### config.mk
export PLATFORM = sky130hd
export DESIGN_NAME = hash_block_fmt
export DESIGN_NICKNAME = d
export VERILOG_FILES = /design/src/rtl/hbf_pkg.sv /design/src/rtl/hbf_word_prep.sv /design/src/rtl/hbf_len_ctr.sv /design/src/rtl/hbf_digest_out.sv /design/src/rtl/hash_block_fmt.sv
export SDC_FILE = /design/constraint.sdc
export NUM_CORES = 1
export LEC_CHECK = 0
export BUFFER_PORTS_ARGS = -buffer_cell sky130_fd_sc_hd__buf_2
export CORE_AREA = 2 2 253 255
export DETAILED_ROUTE_END_ITERATION = 12
export DIE_AREA = 0 0 255 257
export PLACE_DENSITY = 0.73
export SYNTH_ARGS = -nofsm -noshare
export SYNTH_HDL_FRONTEND = slang
export SYNTH_SLANG_ARGS = --single-unit
### constraint.sdc
create_clock -name clk -period 4.2 [get_ports clk]
set_input_delay 0.84 -clock clk [delete_from_list [all_inputs] [get_ports clk]]
set_output_delay 0.84 -clock clk [all_outputs]
set_load 0.02 [all_outputs]
### src/rtl/hbf_pkg.sv
package hbf_pkg;
  localparam int WORD_W = 32;
  localparam int LEN_W  = 64;
  localparam int NB_W   = $clog2(WORD_W + 1);

  typedef enum logic [1:0] {SW_NONE = 2'd0, SW_HALF = 2'd1, SW_BYTE = 2'd2, SW_BIT = 2'd3} swap_e;
  typedef enum logic [1:0] {ALG_SHA1 = 2'd0, ALG_SHA224 = 2'd1, ALG_SHA256 = 2'd2, ALG_MD5 = 2'd3} alg_e;

  function automatic logic [WORD_W-1:0] byte_rev(input logic [WORD_W-1:0] w);
    return {w[7:0], w[15:8], w[23:16], w[31:24]};
  endfunction

  function automatic logic [WORD_W-1:0] swap_word(input logic [WORD_W-1:0] w, input swap_e m);
    logic [WORD_W-1:0] r;
    case (m)
      SW_HALF: r = {w[15:0], w[31:16]};
      SW_BYTE: r = byte_rev(w);
      SW_BIT:  for (int i = 0; i < WORD_W; i++) r[i] = w[WORD_W-1-i];
      default: r = w;
    endcase
    return r;
  endfunction

  // length words for slots 14 and 15 of the closing block
  function automatic logic [WORD_W-1:0] len_slot(input logic [LEN_W-1:0] l, input logic md5, input logic second);
    return (md5 ^ second) ? l[WORD_W-1:0] : l[LEN_W-1:WORD_W];
  endfunction
endpackage

### src/rtl/hbf_word_prep.sv
module hbf_word_prep
  import hbf_pkg::*;
(
  input  logic [WORD_W-1:0] raw_i,
  input  swap_e             mode_i,
  input  logic              md5_i,
  input  logic [NB_W-1:0]   nbits_i,
  output logic [WORD_W-1:0] body_o,
  output logic [WORD_W-1:0] tail_o,
  output logic [WORD_W-1:0] marker_o
);
  logic [WORD_W-1:0] view, keep_mask, mark_bit, tail_view;
  logic              full;

  assign full = (nbits_i >= NB_W'(WORD_W));
  assign body_o = swap_word(raw_i, mode_i);
  // bring MD5 byte order into a msb-first stream view
  assign view = md5_i ? byte_rev(body_o) : body_o;

  always_comb begin
    keep_mask = '0;
    mark_bit  = '0;
    for (int k = 0; k < WORD_W; k++) begin
      keep_mask[WORD_W-1-k] = (NB_W'(k) < nbits_i);
      mark_bit[WORD_W-1-k]  = (NB_W'(k) == nbits_i);
    end
  end

  assign tail_view = (view & keep_mask) | mark_bit;
  assign tail_o    = md5_i ? byte_rev(tail_view) : tail_view;
  assign marker_o  = md5_i ? 32'h0000_0080 : 32'h8000_0000;

  always_comb begin
    p_one_marker_r5: assert ($countones(tail_view & ~keep_mask) == (full ? 0 : 1))
      else $error("marker count wrong");
  end
endmodule

### src/rtl/hbf_len_ctr.sv
module hbf_len_ctr
  import hbf_pkg::*;
(
  input  logic             clk,
  input  logic             rst,
  input  logic             clr_i,
  input  logic             add_en_i,
  input  logic [NB_W-1:0]  add_val_i,
  output logic [LEN_W-1:0] len_o
);
  always_ff @(posedge clk) begin
    if (rst || clr_i) len_o <= '0;
    else if (add_en_i) len_o <= len_o + LEN_W'(add_val_i);
  end

  p_len_hold_r7: assert property (@(posedge clk) disable iff (rst)
    (!clr_i && !add_en_i) |=> $stable(len_o));
endmodule

### src/rtl/hbf_digest_out.sv
module hbf_digest_out
  import hbf_pkg::*;
#(
  parameter int IDX_W = 3
) (
  input  logic              clk,
  input  logic              rst,
  input  alg_e              alg_i,
  input  swap_e             mode_i,
  input  logic              rd_i,
  input  logic [IDX_W-1:0]  idx_i,
  input  logic [WORD_W-1:0] word_i,
  output logic [WORD_W-1:0] data_o,
  output logic              valid_o
);
  logic [IDX_W:0] n_words;
  logic           in_range;

  always_comb begin
    case (alg_i)
      ALG_SHA1:   n_words = (IDX_W+1)'(5);
      ALG_SHA224: n_words = (IDX_W+1)'(7);
      ALG_SHA256: n_words = (IDX_W+1)'(8);
      default:    n_words = (IDX_W+1)'(4);
    endcase
  end

  assign in_range = ({1'b0, idx_i} < n_words);

  always_ff @(posedge clk) begin
    if (rst) begin
      valid_o <= 1'b0;
      data_o  <= '0;
    end else begin
      valid_o <= rd_i && in_range;
      data_o  <= (rd_i && in_range) ? swap_word(word_i, mode_i) : '0;
    end
  end

  p_dig_strobe_r10: assert property (@(posedge clk) disable iff (rst)
    valid_o |-> $past(rd_i));
  p_dig_md5_span_r10: assert property (@(posedge clk) disable iff (rst)
    (valid_o && alg_i == ALG_MD5 && $stable(alg_i)) |-> ($past(idx_i) < IDX_W'(4)));
endmodule

### src/rtl/hash_block_fmt.sv
module hash_block_fmt
  import hbf_pkg::*;
#(
  parameter int BLK_WORDS = 16,
  parameter int DIG_IDX_W = 3
) (
  input  logic                     clk,
  input  logic                     rst,
  input  logic                     start_i,
  input  logic [1:0]               cfg_swap_i,
  input  logic [1:0]               cfg_alg_i,
  input  logic                     in_valid_i,
  output logic                     in_ready_o,
  input  logic [31:0]              in_data_i,
  input  logic                     in_last_i,
  input  logic [5:0]               in_nbits_i,
  output logic                     blk_valid_o,
  input  logic                     blk_ready_i,
  output logic [BLK_WORDS*32-1:0]  blk_data_o,
  output logic                     blk_final_o,
  input  logic                     dig_rd_i,
  input  logic [DIG_IDX_W-1:0]     dig_idx_i,
  input  logic [31:0]              dig_word_i,
  output logic [31:0]              dig_data_o,
  output logic                     dig_valid_o
);
  localparam int IDX_W   = $clog2(BLK_WORDS);
  localparam int SLOT_HI = BLK_WORDS - 2;
  localparam int SLOT_LO = BLK_WORDS - 1;

  typedef enum logic [1:0] {ST_IDLE, ST_FILL, ST_SEND} st_e;

  st_e               state_q;
  logic [IDX_W-1:0]  idx_q;
  logic              final_q, extra_q, extra_mark_q;
  swap_e             mode_q;
  alg_e              alg_q;
  logic              md5;
  logic [WORD_W-1:0] words_q [BLK_WORDS];
  logic [WORD_W-1:0] body_w, tail_w, marker_w;
  logic [LEN_W-1:0]  len_q, len_fin;
  logic              take, take_body, take_tail, full, fits, send_extra;
  logic [NB_W-1:0]   add_val;

  assign md5  = (alg_q == ALG_MD5);
  assign full = (in_nbits_i >= NB_W'(WORD_W));
  assign fits = full ? (idx_q <= IDX_W'(BLK_WORDS-4)) : (idx_q <= IDX_W'(BLK_WORDS-3));

  assign take       = !start_i && (state_q == ST_FILL) && in_valid_i;
  assign take_body  = take && !in_last_i;
  assign take_tail  = take && in_last_i;
  assign send_extra = !start_i && (state_q == ST_SEND) && blk_ready_i && extra_q;

  assign add_val = (!in_last_i || full) ? NB_W'(WORD_W) : in_nbits_i;
  assign len_fin = len_q + LEN_W'(in_nbits_i);

  hbf_word_prep u_prep (
    .raw_i(in_data_i), .mode_i(mode_q), .md5_i(md5), .nbits_i(in_nbits_i),
    .body_o(body_w), .tail_o(tail_w), .marker_o(marker_w)
  );

  hbf_len_ctr u_len (
    .clk(clk), .rst(rst), .clr_i(start_i), .add_en_i(take),
    .add_val_i(add_val), .len_o(len_q)
  );

  hbf_digest_out #(.IDX_W(DIG_IDX_W)) u_dig (
    .clk(clk), .rst(rst), .alg_i(alg_q), .mode_i(mode_q), .rd_i(dig_rd_i),
    .idx_i(dig_idx_i), .word_i(dig_word_i), .data_o(dig_data_o), .valid_o(dig_valid_o)
  );

  // per-slot write port: body word, closing word, fill, length or extra block
  for (genvar j = 0; j < BLK_WORDS; j++) begin : g_slot
    logic              wr;
    logic [WORD_W-1:0] wd;
    always_comb begin
      wr = 1'b0;
      wd = '0;
      if (take_body) begin
        wr = (idx_q == IDX_W'(j));
        wd = body_w;
      end else if (take_tail) begin
        if (idx_q == IDX_W'(j)) begin
          wr = 1'b1;
          wd = tail_w;
        end else if (IDX_W'(j) > idx_q) begin
          wr = 1'b1;
          if (full && ({1'b0, idx_q} + 1'b1) == (IDX_W+1)'(j)) wd = marker_w;
          else if (fits && j == SLOT_HI) wd = len_slot(len_fin, md5, 1'b0);
          else if (fits && j == SLOT_LO) wd = len_slot(len_fin, md5, 1'b1);
        end
      end else if (send_extra) begin
        wr = 1'b1;
        if (j == 0 && extra_mark_q) wd = marker_w;
        else if (j == SLOT_HI)      wd = len_slot(len_q, md5, 1'b0);
        else if (j == SLOT_LO)      wd = len_slot(len_q, md5, 1'b1);
      end
    end
    always_ff @(posedge clk) begin
      if (wr) words_q[j] <= wd;
    end
    assign blk_data_o[32*j +: 32] = words_q[j];
  end

  always_ff @(posedge clk) begin
    if (rst) begin
      state_q      <= ST_IDLE;
      idx_q        <= '0;
      final_q      <= 1'b0;
      extra_q      <= 1'b0;
      extra_mark_q <= 1'b0;
      mode_q       <= SW_NONE;
      alg_q        <= ALG_SHA1;
    end else if (start_i) begin
      state_q      <= ST_FILL;
      idx_q        <= '0;
      final_q      <= 1'b0;
      extra_q      <= 1'b0;
      extra_mark_q <= 1'b0;
      mode_q       <= swap_e'(cfg_swap_i);
      alg_q        <= alg_e'(cfg_alg_i);
    end else begin
      case (state_q)
        ST_FILL: begin
          if (take_body) begin
            idx_q <= idx_q + 1'b1;
            if (idx_q == IDX_W'(BLK_WORDS-1)) begin
              state_q <= ST_SEND;
              final_q <= 1'b0;
            end
          end else if (take_tail) begin
            idx_q        <= '0;
            state_q      <= ST_SEND;
            final_q      <= fits;
            extra_q      <= !fits;
            extra_mark_q <= full && (idx_q == IDX_W'(BLK_WORDS-1));
          end
        end
        ST_SEND: begin
          if (blk_ready_i) begin
            if (extra_q) begin
              extra_q      <= 1'b0;
              extra_mark_q <= 1'b0;
              final_q      <= 1'b1;
            end else begin
              state_q <= final_q ? ST_IDLE : ST_FILL;
            end
          end
        end
        default: ;
      endcase
    end
  end

  assign in_ready_o  = (state_q == ST_FILL);
  assign blk_valid_o = (state_q == ST_SEND);
  assign blk_final_o = (state_q == ST_SEND) && final_q;

  p_hold_r4: assert property (@(posedge clk) disable iff (rst)
    (blk_valid_o && !blk_ready_i && !start_i) |=> (blk_valid_o && $stable(blk_data_o)));
  p_extra_next_r8: assert property (@(posedge clk) disable iff (rst)
    (blk_valid_o && blk_ready_i && extra_q && !start_i) |=> (blk_valid_o && blk_final_o));
  p_done_idle_r11: assert property (@(posedge clk) disable iff (rst)
    (blk_valid_o && blk_ready_i && blk_final_o && !start_i) |=> (!in_ready_o && !blk_valid_o));
  p_start_ready_r1: assert property (@(posedge clk) disable iff (rst)
    start_i |=> (in_ready_o && !blk_valid_o));
endmodule

==> results.json <==
{
  "status": "finished, final reports clean",
  "synth.avg_cell_area_um2": 11.2,
  "grt_pass1_wl_um": 192000,
  "worstPathArrival_ns": 4.06,
  "cts_buffers": 67,
  "yosysMostFrequentCell": "o21ai_0",
  "syn2layout_area_growth_pct": 21.6,
  "start_util": 0.497,
  "ys_ff_latch": 622,
  "clock_latency_ns": 0.64,
  "syn_inst": 2775,
  "die_y_um": 257,
  "via_per_inst": 6.72,
  "cp_max_fo": 15,
  "cellLeakagePower_nw": 15.2,
  "grt_usage": 0.407,
  "ir_worst_vdd_v": 0.000383,
  "ctsHtreeMaxLevel": 3,
  "ant_nets": 0,
  "cts_tree": "done",
  "synthesis.nets": 2883,
  "syn_area_um2": 31200,
  "final_net_count": 3450,
  "netlist.area_leader.share": 0.493,
  "wire_per_inst_um": 32.2,
  "reg2reg_depth": 10,
  "drc": 0,
  "post_cts_buffers": 0,
  "core_um2": 62700,
  "crit_required_ns": 4.65,
  "grt_pass1_vias": 27100,
  "antenna_found_initial": 14,
  "synthTopCellsByCount": "517 x o21ai_0, 512 x edfxtp_1, 207 x nand2_1",
  "synth_ff_type": "edfxtp_1",
  "dr.pass1.iters": 6,
  "synth_seq_area_share": 0.564,
  "finalSetupTns_ns": 0,
  "worst_pin_slew_ns": 1.19,
  "cts_root_buffer": "clkbuf_16",
  "finalHoldViolations": 0,
  "min_path_type": "in2reg",
  "slew_headroom": 0.205,
  "p_per_area_nw_per_um2": 369,
  "numClockSinks": 622,
  "grt_max_degree": 64,
  "cp-start-kind": "register",
  "setup_viol": 0,
  "max-cap-violations": 0,
  "yosysUniqueCellTypes": 80,
  "r2r_start": "idx_q[1]$_SDFFE_PP0P_",
  "async_reset_ff_frac": 0,
  "yosys-top-cells-area": "edfxtp_1 49%, o21ai_0 8.3%, dfxtp_1 7.1%",
  "boundaryPins": 632,
  "ys_warn_count": 0,
  "yosys.area.top_type": "edfxtp_1",
  "port_buffers": 631,
  "die_w_um": 255,
  "final_core_util": 0.604,
  "crit_type": "reg2reg",
  "rsz0062_at_grt": "false",
  "drt_iter0_drc": 3880,
  "synth_edf_count": 512,
  "drive_gt1_frac": 0.310,
  "gp_congestion": 1.01,
  "fin_crit_sh": 0.859,
  "dr_total_vias": 28600,
  "dieArea_um2": 65500,
  "path_clk_slew_ns": 0.06,
  "rrSetupSlack_ns": 0.59,
  "crit_end": "words_q[1][228]$_DFFE_PP_",
  "hpwl_um": 97500,
  "fin_crit_ns": 3.61,
  "hold_buffers": 0,
  "n_fill_cell": 5147,
  "crit_start": "idx_q[1]$_SDFFE_PP0P_",
  "max_freq_mhz": 277,
  "skew_ns": 0.0242,
  "multiInputGateArea_um2": 12500,
  "rows": 92,
  "ctsResizeCount": 0,
  "r2r_end": "words_q[1][228]$_DFFE_PP_",
  "overflow": 0,
  "clock_path_buffers": 3,
  "regArea_um2": 17600,
  "cp-end-kind": "register",
  "routed_wl_um": 137000,
  "report.final.slew_viol_count": 0
}
registers in the layout (all words and copies together), names as in the netlist, 2 cells and up:
| register | flops |
|---|---|
| mode_q | 2 |
| state_q | 2 |
| idx_q | 4 |
| u_dig.data_o | 32 |
| alg_q | 2 |
| u_len.len_o | 64 |
| words_q | 512 |
kinds of logic (layout without fill, tap and decap cells):
group	count (synthesis)	in the layout	synth area share
other	0	12	0
XOR/XNOR	87	87	0.0244
flip-flops	622	622	0.564
AND/OR/NAND/NOR	717	717	0.118
multiplexers	132	132	0.0678
adder cells (fa/ha/maj)	24	24	0.0101
buffers and inverters	308	926	0.0414
AO/OA/AOI/OAI	885	885	0.175
placed cells by master (no fill, tap or decap), drive strengths merged, types with 22 or more instances in the layout:
master,count
a211oi,26
a21oi,83
a31o,35
buf,781
clkbuf,82
clkinv,24
dfxtp,110
edfxtp,512
ha,22
inv,32
mux2i,65
mux4,63
nand2,207
nand3,61
nand4,61
nor2,134
nor2b,41
nor3,47
nor4,35
o211ai,26
o21ai,519
o221a,30
o221ai,46
or3,28
xnor2,43
xor2,44
area by class of cell:
| cell class | count | share of cell area |
|---|---|---|
| Antenna cell | 12 | 0.000793 |
| Clock buffer | 82 | 0.0469 |
| Clock inverter | 38 | 0.0112 |
| Inverter | 25 | 0.00248 |
| Multi-Input combinational cell | 1845 | 0.330 |
| Sequential cell | 622 | 0.464 |
| Tap cell | 846 | 0.0279 |
| Timing Repair Buffer | 781 | 0.117 |
where the power goes:
group	internal, mW	leakage [nW]	total (mW)	switching (mW)
sequential	6.69	6.44	6.73	0.0383
clock	3.43	1.06	6.06	2.63
combinational	0.345	7.73	1.20	0.860
total	10.5	15.2	14.0	3.53
how the worst min path moves through the flow:
stage | from | to | cells past startpoint
6_report | cfg_alg_i[1] | alg_q[1]$_SDFFE_PP0P_ | 3
5_1_grt | cfg_alg_i[1] | alg_q[1]$_SDFFE_PP0P_ | 3
4_1_cts | cfg_alg_i[1] | alg_q[1]$_SDFFE_PP0P_ | 3
3_5_place_dp | extra_mark_q$_SDFFE_PP0P_ | extra_mark_q$_SDFFE_PP0P_ | 2
3_3_place_gp | extra_mark_q$_SDFFE_PP0P_ | extra_mark_q$_SDFFE_PP0P_ | 2
2_1_floorplan | final_q$_SDFFE_PP0P_ | final_q$_SDFFE_PP0P_ | 2
per-stage QoR:
stage / cell area (µm²) / hold slack, ns / setup slack [ns] / power, mW / std cells
after floorplan: 31200 / 0.452 / -0.217 / 7.50 / 2775
after global placement: 35700 / 0.467 / 0.560 / 7.99 / 4119
after detailed placement: 35700 / 0.479 / 0.465 / 8.01 / 4119
after CTS: 37900 / 0.449 / 0.728 / 13.9 / 4239
after global routing: 37900 / 0.488 / 0.471 / 14.3 / 4248
final: 37900 / 0.456 / 0.591 / 14.0 / 4251
per-layer routing:
| layer | routed length (µm) | track usage | vias to the layer above |
|---|---|---|---|
| met5 | 38 | 0 | - |
| met4 | 9660 | 0.256 | 6 |
| met3 | 17400 | 0.106 | 468 |
| met2 | 61900 | 0.627 | 2466 |
| met1 | 48000 | 0.511 | 13800 |
| li1 | - | - | 11800 |
worst max-delay path, stage by stage (launching register included):
cell      delay [ns]
dfxtp_1         0.50
inv_1           0.26
ha_1            0.47
nand2b_1        0.19
a21oi_1         0.09
a211oi_1        0.44
and3_1          0.73
buf_4           0.29
buf_4           0.17
o21ai_0         0.09
o221ai_1        0.19
(Power assumes the default switching activity.)
